[src/rtl/spi_div_pkg.sv]
package spi_div_pkg;
  localparam logic DIV_POW2   = 1'b0;
  localparam logic DIV_LINEAR = 1'b1;

  // counter width able to hold the largest half-period of either scheme
  function automatic int half_width(input int exp_w, input int lin_w);
    int pw;
    int lw;
    pw = 1 << exp_w;
    lw = lin_w + 1;
    return (pw > lw) ? pw : lw;
  endfunction
endpackage

[src/rtl/spi_div_cfg.sv]
module spi_div_cfg
  import spi_div_pkg::*;
#(
  parameter int EXP_W = 4,
  parameter int LIN_W = 8,
  parameter int CNT_W = 16
) (
  input  logic             clk,
  input  logic             rst,
  input  logic             active_i,
  input  logic             mode_i,
  input  logic [EXP_W-1:0] exp_i,
  input  logic [LIN_W-1:0] lin_i,
  input  logic             cpol_i,
  input  logic             cpha_i,
  output logic [CNT_W-1:0] half_o,
  output logic             cpol_o,
  output logic             cpha_o
);
  logic [CNT_W-1:0] half_q;
  logic             cpol_q;
  logic             cpha_q;

  always_ff @(posedge clk) begin
    if (rst) begin
      half_q <= CNT_W'(1);
      cpol_q <= 1'b0;
      cpha_q <= 1'b0;
    end else if (!active_i) begin
      if (mode_i == DIV_LINEAR)
        half_q <= CNT_W'(lin_i) + CNT_W'(1);
      else
        half_q <= CNT_W'(1) << exp_i;
      cpol_q <= cpol_i;
      cpha_q <= cpha_i;
    end
  end

  assign half_o = half_q;
  assign cpol_o = cpol_q;
  assign cpha_o = cpha_q;


  cfg_frozen_chk: assert property (@(posedge clk) disable iff (rst)
    (active_i && $past(active_i)) |-> ($stable(half_q) && $stable(cpol_q) && $stable(cpha_q)));


  half_nonzero_chk: assert property (@(posedge clk) disable iff (rst) half_q != '0);
endmodule

[src/rtl/spi_div_timer.sv]
module spi_div_timer #(
  parameter int CNT_W = 16
) (
  input  logic             clk,
  input  logic             rst,
  input  logic             active_i,
  input  logic [CNT_W-1:0] half_i,
  output logic             edge_o
);
  logic [CNT_W-1:0] cnt_q;

  assign edge_o = active_i && (cnt_q == half_i - CNT_W'(1));

  always_ff @(posedge clk) begin
    if (rst || !active_i)
      cnt_q <= '0;
    else if (edge_o)
      cnt_q <= '0;
    else
      cnt_q <= cnt_q + CNT_W'(1);
  end


  cnt_in_range_chk: assert property (@(posedge clk) disable iff (rst) cnt_q < half_i);


  idle_cnt_clear_chk: assert property (@(posedge clk) disable iff (rst)
    !active_i |=> (cnt_q == '0));
endmodule

[src/rtl/spi_div_edge.sv]
module spi_div_edge (
  input  logic clk,
  input  logic rst,
  input  logic active_i,
  input  logic edge_i,
  input  logic cpol_raw_i,
  input  logic cpol_i,
  input  logic cpha_i,
  output logic sclk_o,
  output logic launch_o,
  output logic sample_o
);
  logic sclk_q;
  logic launch_q;
  logic sample_q;
  logic leading;

  // leaving the idle level means a leading edge
  assign leading = (sclk_q == cpol_i);

  always_ff @(posedge clk) begin
    if (rst) begin
      sclk_q   <= 1'b0;
      launch_q <= 1'b0;
      sample_q <= 1'b0;
    end else if (!active_i) begin
      sclk_q   <= cpol_raw_i;
      launch_q <= 1'b0;
      sample_q <= 1'b0;
    end else begin
      launch_q <= 1'b0;
      sample_q <= 1'b0;
      if (edge_i) begin
        sclk_q <= ~sclk_q;
        if (leading != cpha_i) sample_q <= 1'b1;
        else                   launch_q <= 1'b1;
      end
    end
  end

  assign sclk_o   = sclk_q;
  assign launch_o = launch_q;
  assign sample_o = sample_q;


  idle_level_chk: assert property (@(posedge clk) disable iff (rst)
    !active_i |=> ((sclk_q == $past(cpol_raw_i)) && !launch_q && !sample_q));


  strobe_excl_chk: assert property (@(posedge clk) disable iff (rst) !(launch_q && sample_q));


  strobe_needs_toggle_chk: assert property (@(posedge clk) disable iff (rst)
    (launch_q || sample_q) |-> !$stable(sclk_q));


  toggle_has_strobe_chk: assert property (@(posedge clk) disable iff (rst)
    ($past(active_i) && !$stable(sclk_q)) |-> (launch_q || sample_q));


  sample_order_chk: assert property (@(posedge clk) disable iff (rst)
    sample_q |-> ((sclk_q != cpol_i) != cpha_i));
endmodule

[src/rtl/spi_sclk_divider.sv]
module spi_sclk_divider
  import spi_div_pkg::*;
#(
  parameter int EXP_W = 4,
  parameter int LIN_W = 8
) (
  input  logic             clk,
  input  logic             rst,
  input  logic             xfer_active,
  input  logic             div_mode,
  input  logic [EXP_W-1:0] pow_exp,
  input  logic [LIN_W-1:0] lin_div,
  input  logic             cpol,
  input  logic             cpha,
  output logic             sclk,
  output logic             launch_stb,
  output logic             sample_stb
);
  localparam int CNT_W = half_width(EXP_W, LIN_W);

  logic [CNT_W-1:0] half_len;
  logic             cpol_lat;
  logic             cpha_lat;
  logic             edge_now;

  spi_div_cfg #(.EXP_W(EXP_W), .LIN_W(LIN_W), .CNT_W(CNT_W)) u_cfg (
    .clk      (clk),
    .rst      (rst),
    .active_i (xfer_active),
    .mode_i   (div_mode),
    .exp_i    (pow_exp),
    .lin_i    (lin_div),
    .cpol_i   (cpol),
    .cpha_i   (cpha),
    .half_o   (half_len),
    .cpol_o   (cpol_lat),
    .cpha_o   (cpha_lat)
  );

  spi_div_timer #(.CNT_W(CNT_W)) u_timer (
    .clk      (clk),
    .rst      (rst),
    .active_i (xfer_active),
    .half_i   (half_len),
    .edge_o   (edge_now)
  );

  spi_div_edge u_edge (
    .clk        (clk),
    .rst        (rst),
    .active_i   (xfer_active),
    .edge_i     (edge_now),
    .cpol_raw_i (cpol),
    .cpol_i     (cpol_lat),
    .cpha_i     (cpha_lat),
    .sclk_o     (sclk),
    .launch_o   (launch_stb),
    .sample_o   (sample_stb)
  );
endmodule

[config.mk]
export PLATFORM = sky130hd
export DESIGN_NAME = spi_sclk_divider
export DESIGN_NICKNAME = d
export VERILOG_FILES = /design/src/rtl/spi_div_pkg.sv /design/src/rtl/spi_div_cfg.sv /design/src/rtl/spi_div_timer.sv /design/src/rtl/spi_div_edge.sv /design/src/rtl/spi_sclk_divider.sv
export SDC_FILE = /design/constraint.sdc
export NUM_CORES = 1
export LEC_CHECK = 0
export BUFFER_PORTS_ARGS = -buffer_cell sky130_fd_sc_hd__clkbuf_2
export CORE_MARGIN = 2
export CORE_UTILIZATION = 45
export CTS_CLUSTER_DIAMETER = 150
export CTS_CLUSTER_SIZE = 14
export DETAILED_ROUTE_END_ITERATION = 10
export SLEW_MARGIN = 20
export SYNTH_ARGS = -nofsm -noshare
export SYNTH_HDL_FRONTEND = slang
export SYNTH_HIERARCHICAL = 1
export SYNTH_SLANG_ARGS = --single-unit
[constraint.sdc]
create_clock -name clk -period 5 [get_ports clk]
set_clock_uncertainty 0.05 [all_clocks]
set_input_delay 0.5 -clock clk [delete_from_list [all_inputs] [get_ports clk]]
set_output_delay 0.5 -clock clk [all_outputs]
set_load 0.005 [all_outputs]
After elaboration in Yosys (flattened, before gate mapping)

Index checks and enable logic that the tools add are counted.

Flip-flop bits (word level): 37
Latch bits: 0
RAM bits: 0
Memory bits (read-only): 0
Bits of input ports: 18
Output and inout bits: 3
Logic and storage cells: 28
Memories: 0

Add/subtract/negate cells: 3
$mul: 0
Divide/modulo/power cells: 0
Magnitude comparators: 0
Equality and inequality tests: 4
Shift-type cells: 1
Muxes and demuxes: 5
Bitwise logic cells: 3
Reduce and logical (&&, ||, !) cells: 5

Operator list:

| operator              | number |
|---|---|
| $add 16x1->16 const B | 1 |
| $eq 16x16->1          | 1 |
| $mux 16               | 1 |
| $shl 1x4->16 const A  | 1 |
| $sub 16x1->16 const B | 1 |
| $add 8x1->9 const B   | 1 |
| $mux 1                | 4 |
| $not 1->1             | 3 |
| $reduce_or 3->1       | 1 |
| $ne 2x1->1 const B    | 1 |
| $reduce_or 2->1       | 1 |
| $eq 1x1->1            | 1 |
| $logic_and 1x1->1     | 1 |
| $logic_not 1->1       | 1 |
| $logic_or 1x1->1      | 1 |
| $ne 1x1->1            | 1 |

Logic depth before layout (Yosys ltp)

Gate-level depths: netlist of the first run.

Word-level depth: 5
Gate-level depth with buffers: 12
Mapped depth without buffers: 10

By module

The synthesis of the first run kept the hierarchy.

Modules (own cells, without submodules):

| module        | times used | cells each | area each (sq um) | seq. area each (sq um) |
|---|---|---|---|---|
| spi_div_timer | 1          | 185        | 1415.1            | 320.3 |
| spi_div_cfg   | 1          | 102        | 880.8             | 360.3 |
| spi_div_edge  | 1          | 10         | 128.9             | 60.1 |

Worst setup path before layout of the first run

Ideal clock, no wire load.

Path kind: register to register
Start point: register u_cfg.half_q[0] (netlist: u_cfg/half_o[0])
End point: register u_timer.cnt_q[10]
Setup time: 0.119 ns
Arrival time: 2.600 ns
Data required time: 4.831 ns
Slack: 2.230 ns
Cell stages (with the launch flop): 11
Path buffers: 3
Period minus slack after synthesis: 2.770 ns
Cell sequence: dfxtp_1 inv_1 ha_1 buf_4 or4b_1 buf_2 or4_1 a211o_1 a31oi_2 buf_2 a21oi_1

Longest elaborated chain between the ends: 4

RTL lines:

| what                      | RTL line            | source |
|---|---|---|
| from (decl)               | spi_div_cfg.sv:20   | `logic [CNT_W-1:0] half_q;` |
| from (signal assigned)    | spi_div_cfg.sv:31   | `half_q <= CNT_W'(lin_i) + CNT_W'(1);` |
| from (signal assigned)    | spi_div_cfg.sv:33   | `half_q <= CNT_W'(1) << exp_i;` |
| $sub 16x1->16             | spi_div_timer.sv:12 | `assign edge_o = active_i && (cnt_q == half_i - CNT_W'(1));` |
| $eq 16x16->1              | spi_div_timer.sv:12 |  |
| $logic_and 1x1->1         | spi_div_timer.sv:12 |  |
| $reduce_or 2->1 (no line) | n/a                 |  |
| to (signal assigned)      | spi_div_timer.sv:20 | `cnt_q <= cnt_q + CNT_W'(1);` |
| to (decl)                 | spi_div_timer.sv:10 | `logic [CNT_W-1:0] cnt_q;` |

Every way passes these cells.
A chain may end at the register's enable or synchronous reset.

Worst setup path in the final report of the first run

Start point: register u_cfg.half_q[0] (netlist: u_cfg/half_o[0])
End point: register u_timer.cnt_q[7]

The elaborated chain is that of the path after synthesis.

==> run_results.csv, run 1 <==
group,metric,value,unit
synthesis,syn_area,0.00242,mm^2
outcome,run_status,"finished clean",
floorplanning,fp.dieH,77.4,um
worst_hold_path,hold_path_class,"in -> reg",
synthesis,synthTopCellsByCount,"dfxtp_1 (37), xnor2_1 (28), a21oi_1 (24)",
final_layout,num_antenna_cells,0,
synthesis,synth.area.top_cells,"dfxtp_1 (31%), xnor2_1 (10%), a21oi_1 (5.0%)",
sta,setup_viol,0,
placed_design,hpwl,4.16,mm
synthesis,synth_top_area_share,30.5,%
global_route,grt.overflow.total,0,
sta,min_period,3280,ps
power,powerDensity,252,mW/mm^2
synthesis,synth-edff-count,0,
setup_path,arrival,3370,ps
cts,insertion_delay,290,ps
synthesis,ys_types,54,
sta,hold_slack,392,ps
final_layout,multi_input_area,0.00158,mm^2
setup_path,critPathLaunch,"u_cfg/half_o[0]$_SDFFE_PP1N_",
setup_path,critPathMaxFanout,16,
cts,cts_root_buf,"clkbuf_8",
final_layout,drive_gt1_share,11.9,%
setup_path,timing.rr.end,"u_timer/cnt_q[7]$_SDFF_PP0_",
floorplanning,rows,26,
setup_path,worstSetupEndpointType,"flip-flop",
sta,finalHoldViolations,0,
setup_path,ff2ff_path_depth,8,
setup_path,reg2reg_slack,1720,ps
floorplanning,die_area,0.00599,mm^2
setup_path,rr_startpoint,"u_cfg/half_o[0]$_SDFFE_PP1N_",
power,p_leak,0.927,nW
global_route,grt_pass1_vias,1955,
sta,rsz0062_at_grt,"no",
cts,cts_tree,"done",
synthesis,syn_inst,297,
setup_path,crit_family,"simple AND/OR/NAND/NOR gates",
final_layout,instances_no_fill,382,
cts,hold_buffers,0,
cts,post_cts_resized,0,
global_route,grt_use_total,19.9,%
detailed_routing,met2WireLength,2.60,mm
power,ir_drop,106,uV
floorplanning,start_util,47.2,%
final_layout,area_growth,8.98,%
cts,cts_max_level,2,
placed_design,place_congestion,0.802,
setup_path,critical_path.slowest_cell,"nor4_4",
placed_design,io_buffers,20,
final_layout,fin_nets,332,
cts,numCtsBuffers,5,
cts,cts_setup_buffers,0,
setup_path,crit_type,"reg -> reg",
cts,clkSinkCount,37,
cts,clk_path_buf_depth,2,
global_route,antenna_found_initial,0,
synthesis,seq_area_frac_synth,30.5,%
detailed_routing,dr.pass1.iters,5,
sta,drv_slew,0,
synthesis,synth.most_common_cell,"dfxtp_1",
sta,max_freq,0.305,GHz
detailed_routing,route.met3.wl,146,um
detailed_routing,totalWireLength,5.59,mm
detailed_routing,drt-met1-wl,2.75,mm
detailed_routing,drt-initial-drc-count,98,
sta,min_period_over_period,65.6,%
sta,tns,0,ps
setup_path,crit_buf_inv,1,
job,drv_cap,0,
setup_path,startpoint_type,"flip-flop",
synthesis,synth_area_per_cell,8.16,um^2
setup_path,worst-path-stages,8,
detailed_routing,drc,0,
cts,clk_pin_slew_worst_paths,70,ps
sta,relSlewSlack,32.2,%
synthesis,synth_nets,318,
detailed_routing,drt-wirelength-per-cell,14.6,um
setup_path,critPathRequiredTime,5090,ps
setup_path,cp-endpoint,"u_timer/cnt_q[7]$_SDFF_PP0_",
setup_path,cp_cell_sequence,"inv_1 > ha_1 > or4b_1 > nor3_4 > xnor2_1 > or4_4 > nor4_4 > a21oi_1",
sta,worst_slew_pin_slew,1020,ps
global_route,grt_first_pass_wirelength,9.54,mm
detailed_routing,top_layer_used,"met4",
floorplanning,io_pins,21,
synthesis,yosysWarnings,6,
final_layout,fill_cells,546,
synthesis,ys.flop_type,"dfxtp_1",
detailed_routing,antenna_left,0,
floorplanning,fp.coreArea,0.00514,mm^2
synthesis,synth_top_area_cell,"dfxtp_1",
setup_path,max_stage_delay,760,ps
synthesis,ys_ff_latch,37,
final_layout,seq_area,741,um^2
synthesis,async_reset_ff_share,0,%
detailed_routing,drt-vias-per-instance,5.62,
global_route,grt_max_degree,35,
power,p_total,666,uW
floorplanning,fp.dieW,77.4,um
placed_design,dp_cells,374,
detailed_routing,vias,2147,
[where the power goes]
group	switching (mW)	internal, mW
clock network	0.109	0.125
registers	0.0125	0.303
logic	0.0693	0.0480
[cell families (layout without fill, tap and decap cells)]
family	after synthesis	in the layout	synth area share [%]
AO/OA/AOI/OAI	61	61	16.6
XOR/XNOR	38	38	14.3
adder cells (fa/ha/maj)	3	3	1.55
buffers and inverters	23	38	4.49
flip-flops	37	37	30.5
multiplexers	3	3	1.29
AND/OR/NAND/NOR	132	132	31.2
[cell usage in the layout (no fill, tap or decap), drive strengths merged, types with 4 or more instances in the layout]
cell type / count
clkbuf: 27
nand2: 23
a31oi: 4
nand2b: 5
and3: 4
a221oi: 7
or4: 6
dfxtp: 37
or3: 4
nor2b: 6
xnor2: 28
xor2: 9
a21oi: 24
nor4: 8
nand3: 14
nor3: 19
a22oi: 7
inv: 10
nor2: 20
nand4: 5
o21ai: 7
[per-layer routing]
layer	vias up	global-route usage, %
li1	1114	-
met2	32	31.7
met3	11	4.30
met1	990	26.7
met4	0	6.43
met5	-	0
[layout make-up]
cell class / count / share of cell area, %
clock buffer: 7 / 3.65
tap: 70 / 3.31
clock inverter: 1 / 0.189
sequential: 37 / 28.0
timing repair buffer: 20 / 3.79
inverter: 10 / 1.42
multi-input combinational: 237 / 59.6
[worst register-to-register path, stage by stage, from the launching register on]
cell and delay, ps:
dfxtp_1 380, inv_1 80, ha_1 330, or4b_1 630, nor3_4 210, xnor2_1 100, or4_4 450, nor4_4 760
a21oi_1 150
[state kept, by name, indices dropped and copies added (netlist names)]
signal / flops
u_edge/sample_o: 1
u_cfg/cpol_o: 1
u_cfg/half_o: 16
u_edge/launch_o: 1
u_edge/sclk_o: 1
u_cfg/cpha_o: 1
u_timer/cnt_q: 16
[per-stage QoR]
stage | util, % | worst slack, ps | cell area, um^2
2_1_floorplan | - | 2230 | 2420
3_3_place_gp | 49.4 | 1800 | 2540
3_5_place_dp | 49.4 | 1730 | 2540
4_1_cts | 51.4 | 1730 | 2640
5_1_grt | 51.4 | 1370 | 2640
6_report | 51.4 | 1720 | 2640
[worst min path at each step]
stage                                    startpoint                   endpoint  slack [ps]  cells past startpoint
after floorplan           u_cfg/cpha_o$_SDFFE_PP0N_  u_cfg/cpha_o$_SDFFE_PP0N_         420                      2
after global placement    u_cfg/cpha_o$_SDFFE_PP0N_  u_cfg/cpha_o$_SDFFE_PP0N_         450                      2
after detailed placement  u_cfg/cpha_o$_SDFFE_PP0N_  u_cfg/cpha_o$_SDFFE_PP0N_         460                      2
after CTS                                      cpha  u_cfg/cpha_o$_SDFFE_PP0N_         380                      3
after global routing                           cpol  u_cfg/cpol_o$_SDFFE_PP0N_         430                      3
final                                          cpha  u_cfg/cpha_o$_SDFFE_PP0N_         390                      3
No activity file was read; power rests on OpenSTA's default activity.
==> inputs of run 2 (changes only) <==
- ABC_AREA: not set -> 1
- clock period: 5 -> 3.2 ns (I/O delays scaled with it)
==> run 2 against run 1 <==
Routed wire length down 2.9%. Largest cell class unchanged. Non-clock buffer count unchanged. Design area up 3.2%. Fmax up 60%. Critical endpoint is now u_edge/sclk_o$_SDFFE_PP0P_. Die area up 4.2%. Sequential cell count unchanged. Global-route usage down 0.97 points. Worst hold slack worse by 180 ps. Sequential share of layout area down 0.86 points. First-iteration DRC count up 5.1%. Synthesized cell count up 34%. Total power up 50%.
==> run_results.csv, run 2 <==
group,metric,value,unit
outcome,run_status,"finished clean",
final_layout,mostFrequentLayoutCell,"nand2_1",
detailed_routing,vias,2327,
sta,worst_slew_pin_slew,476,ps
final_layout,fin_nets,435,
detailed_routing,drt-wirelength-per-cell,11.2,um
setup_path,crit_type,"reg -> reg",
final_layout,num_antenna_cells,0,
sta,rsz0062_at_grt,"no",
global_route,grt_pass1_vias,2075,
synthesis,ys.flop_type,"dfxtp_1",
job,drv_cap,0,
setup_path,arrival,2160,ps
synthesis,synth_nets,418,
sta,drv_slew,0,
synthesis,ys_ff_latch,37,
synthesis,yosysWarnings,6,
cts,clk_path_buf_depth,2,
synthesis,synth.most_common_cell,"nand2_1",
floorplanning,die_area,0.00624,mm^2
synthesis,synth.area.top_cells,"dfxtp_1 (29%), nand2_1 (14%), inv_1 (8.2%)",
detailed_routing,totalWireLength,5.43,mm
worst_hold_path,hold_path_class,"in -> reg",
sta,layout_setup_ws,1150,ps
final_layout,area_growth,7.71,%
final_layout,final_cell_mix,"nand2_1 (97), inv_1 (55), nor2_1 (55)",
worst_hold_path,worstHoldStart,"cpha",
global_route,grt_max_degree,24,
floorplanning,fp.dieH,79,um
setup_path,critPathRequiredTime,3310,ps
cts,post_cts_resized,0,
detailed_routing,antenna_left,0,
synthesis,ys_types,31,
sta,max_freq,0.488,GHz
setup_path,reg2reg_slack,1150,ps
placed_design,io_buffers,20,
power,powerDensity,366,mW/mm^2
cts,clk_pin_slew_worst_paths,70,ps
power,p_leak,1.23,nW
setup_path,ff2ff_path_depth,14,
floorplanning,fp.coreArea,0.00547,mm^2
cts,cts_root_buf,"clkbuf_8",
cts,insertion_delay,290,ps
synthesis,seq_area_frac_synth,29.3,%
synthesis,synth-edff-count,0,
sta,min_period_over_period,64.0,%
detailed_routing,drt-initial-drc-count,103,
global_route,grt_use_total,18.9,%
global_route,grt_first_pass_wirelength,9.33,mm
setup_path,timing.rr.end,"u_edge/sclk_o$_SDFFE_PP0P_",
sta,finalHoldViolations,0,
sta,min_period,2050,ps
sta,tns,0,ps
placed_design,hpwl,4.19,mm
synthesis,syn_area,0.00253,mm^2
placed_design,place_congestion,0.898,
detailed_routing,dr.pass1.iters,4,
final_layout,drive_gt1_share,13.8,%
worst_hold_path,min_path_cells,3,
floorplanning,start_util,46.3,%
placed_design,dpl_cell_area,0.00264,mm^2
floorplanning,io_pins,21,
global_route,grt.overflow.total,0,
synthesis,synth_top_area_share,29.3,%
cts,numCtsBuffers,5,
cts,cts_max_level,2,
final_layout,finish.instance_area,0.00273,mm^2
cts,clkSinkCount,37,
cts,cts_setup_buffers,0,
setup_path,worstSetupEndpointType,"flip-flop",
synthesis,syn_inst,397,
setup_path,critPathMaxFanout,4,
setup_path,rr_startpoint,"u_cfg/half_o[0]$_SDFFE_PP1N_",
detailed_routing,drt-vias-per-instance,4.79,
floorplanning,rows,27,
synthesis,synthTopCellsByCount,"nand2_1 (97), inv_1 (55), nor2_1 (55)",
detailed_routing,drc,0,
sta,relSlewSlack,68.2,%
floorplanning,fp.dieW,79,um
cts,hold_buffers,0,
synthesis,synth_top_area_cell,"dfxtp_1",
cts,cts_tree,"done",
synthesis,async_reset_ff_share,0,%
global_route,antenna_found_initial,0,
worst_hold_path,hold_end,"u_cfg/cpha_o$_SDFFE_PP0N_",
placed_design,place_ws,1180,ps
sta,setup_viol,0,
synthesis,synth_area_per_cell,6.38,um^2
power,ir_drop,209,uV
setup_path,startpoint_type,"flip-flop",
[run 2: worst max-delay path by stage]
stage	startpoint	to	slack [ps]
after floorplan	u_cfg/half_o[0]$_SDFFE_PP1N_	u_timer/cnt_q[9]$_SDFF_PP0_	1390
after global placement	u_cfg/half_o[0]$_SDFFE_PP1N_	u_edge/sclk_o$_SDFFE_PP0P_	1220
after detailed placement	u_cfg/half_o[0]$_SDFFE_PP1N_	u_edge/sclk_o$_SDFFE_PP0P_	1180
after CTS	u_cfg/half_o[0]$_SDFFE_PP1N_	u_edge/sclk_o$_SDFFE_PP0P_	1150
after global routing	u_cfg/half_o[0]$_SDFFE_PP1N_	u_edge/sclk_o$_SDFFE_PP0P_	880
final	u_cfg/half_o[0]$_SDFFE_PP1N_	u_edge/sclk_o$_SDFFE_PP0P_	1150
[run 2: power breakdown]
| group | switching, mW | leakage [nW] | internal [mW] |
|---|---|---|---|
| clock | 0.158 | 0.0443 | 0.171 |
| sequential | 0.0153 | 0.301 | 0.473 |
| combinational | 0.117 | 0.883 | 0.0630 |
[run 2: kinds of logic after synthesis]
| group | count (synthesis) | synth area share (%) |
|---|---|---|
| simple gates | 224 | 40.4 |
| buf+inv | 67 | 11.7 |
| compound gates | 42 | 8.90 |
| flops | 37 | 29.3 |
| xor+xnor | 24 | 8.30 |
| fa+ha+maj | 3 | 1.48 |
[run 2: worst max-delay path, cell delays in order, from the launching register on]
cell	delay, ps
dfxtp_1	320
inv_1	120
ha_1	220
nand2_1	110
nor2_1	190
nand2_1	100
nand3b_1	90
nand2_1	50
nor2_1	80
nand2_1	50
nor2_1	110
nand3_2	120
inv_1	110
xnor2_1	120
a21oi_1	80
[run 2: metrics by stage]
step | total power [mW] | hold WS [ps] | cells | util [%]
final | 0.997 | 216 | 486 | 49.8
after global routing | 1.06 | 252 | 486 | 49.8
after CTS | 1.01 | 217 | 486 | 49.8
after detailed placement | 0.678 | 426 | 479 | 48.2
after global placement | 0.676 | 426 | 479 | 48.2
after floorplan | 0.639 | 363 | 397 | -
[run 2: cell type report]
cell class / instances / area (um^2)
fillers: 610 / 2750
repair buffers: 20 / 100
inverters: 57 / 214
flip-flops and latches: 37 / 741
well taps: 72 / 90.1
multi-input cells: 293 / 1500
clock buffers: 7 / 86.3
[run 2: layer usage]
| metal | vias up | wire length, um | global-route usage (%) |
|---|---|---|---|
| met5 | - | 0 | 0 |
| met3 | 9 | 200 | 3.41 |
| met1 | 1015 | 2800 | 25.6 |
| met4 | 0 | 117 | 7.59 |
| li1 | 1269 | - | - |
| met2 | 34 | 2310 | 29.7 |
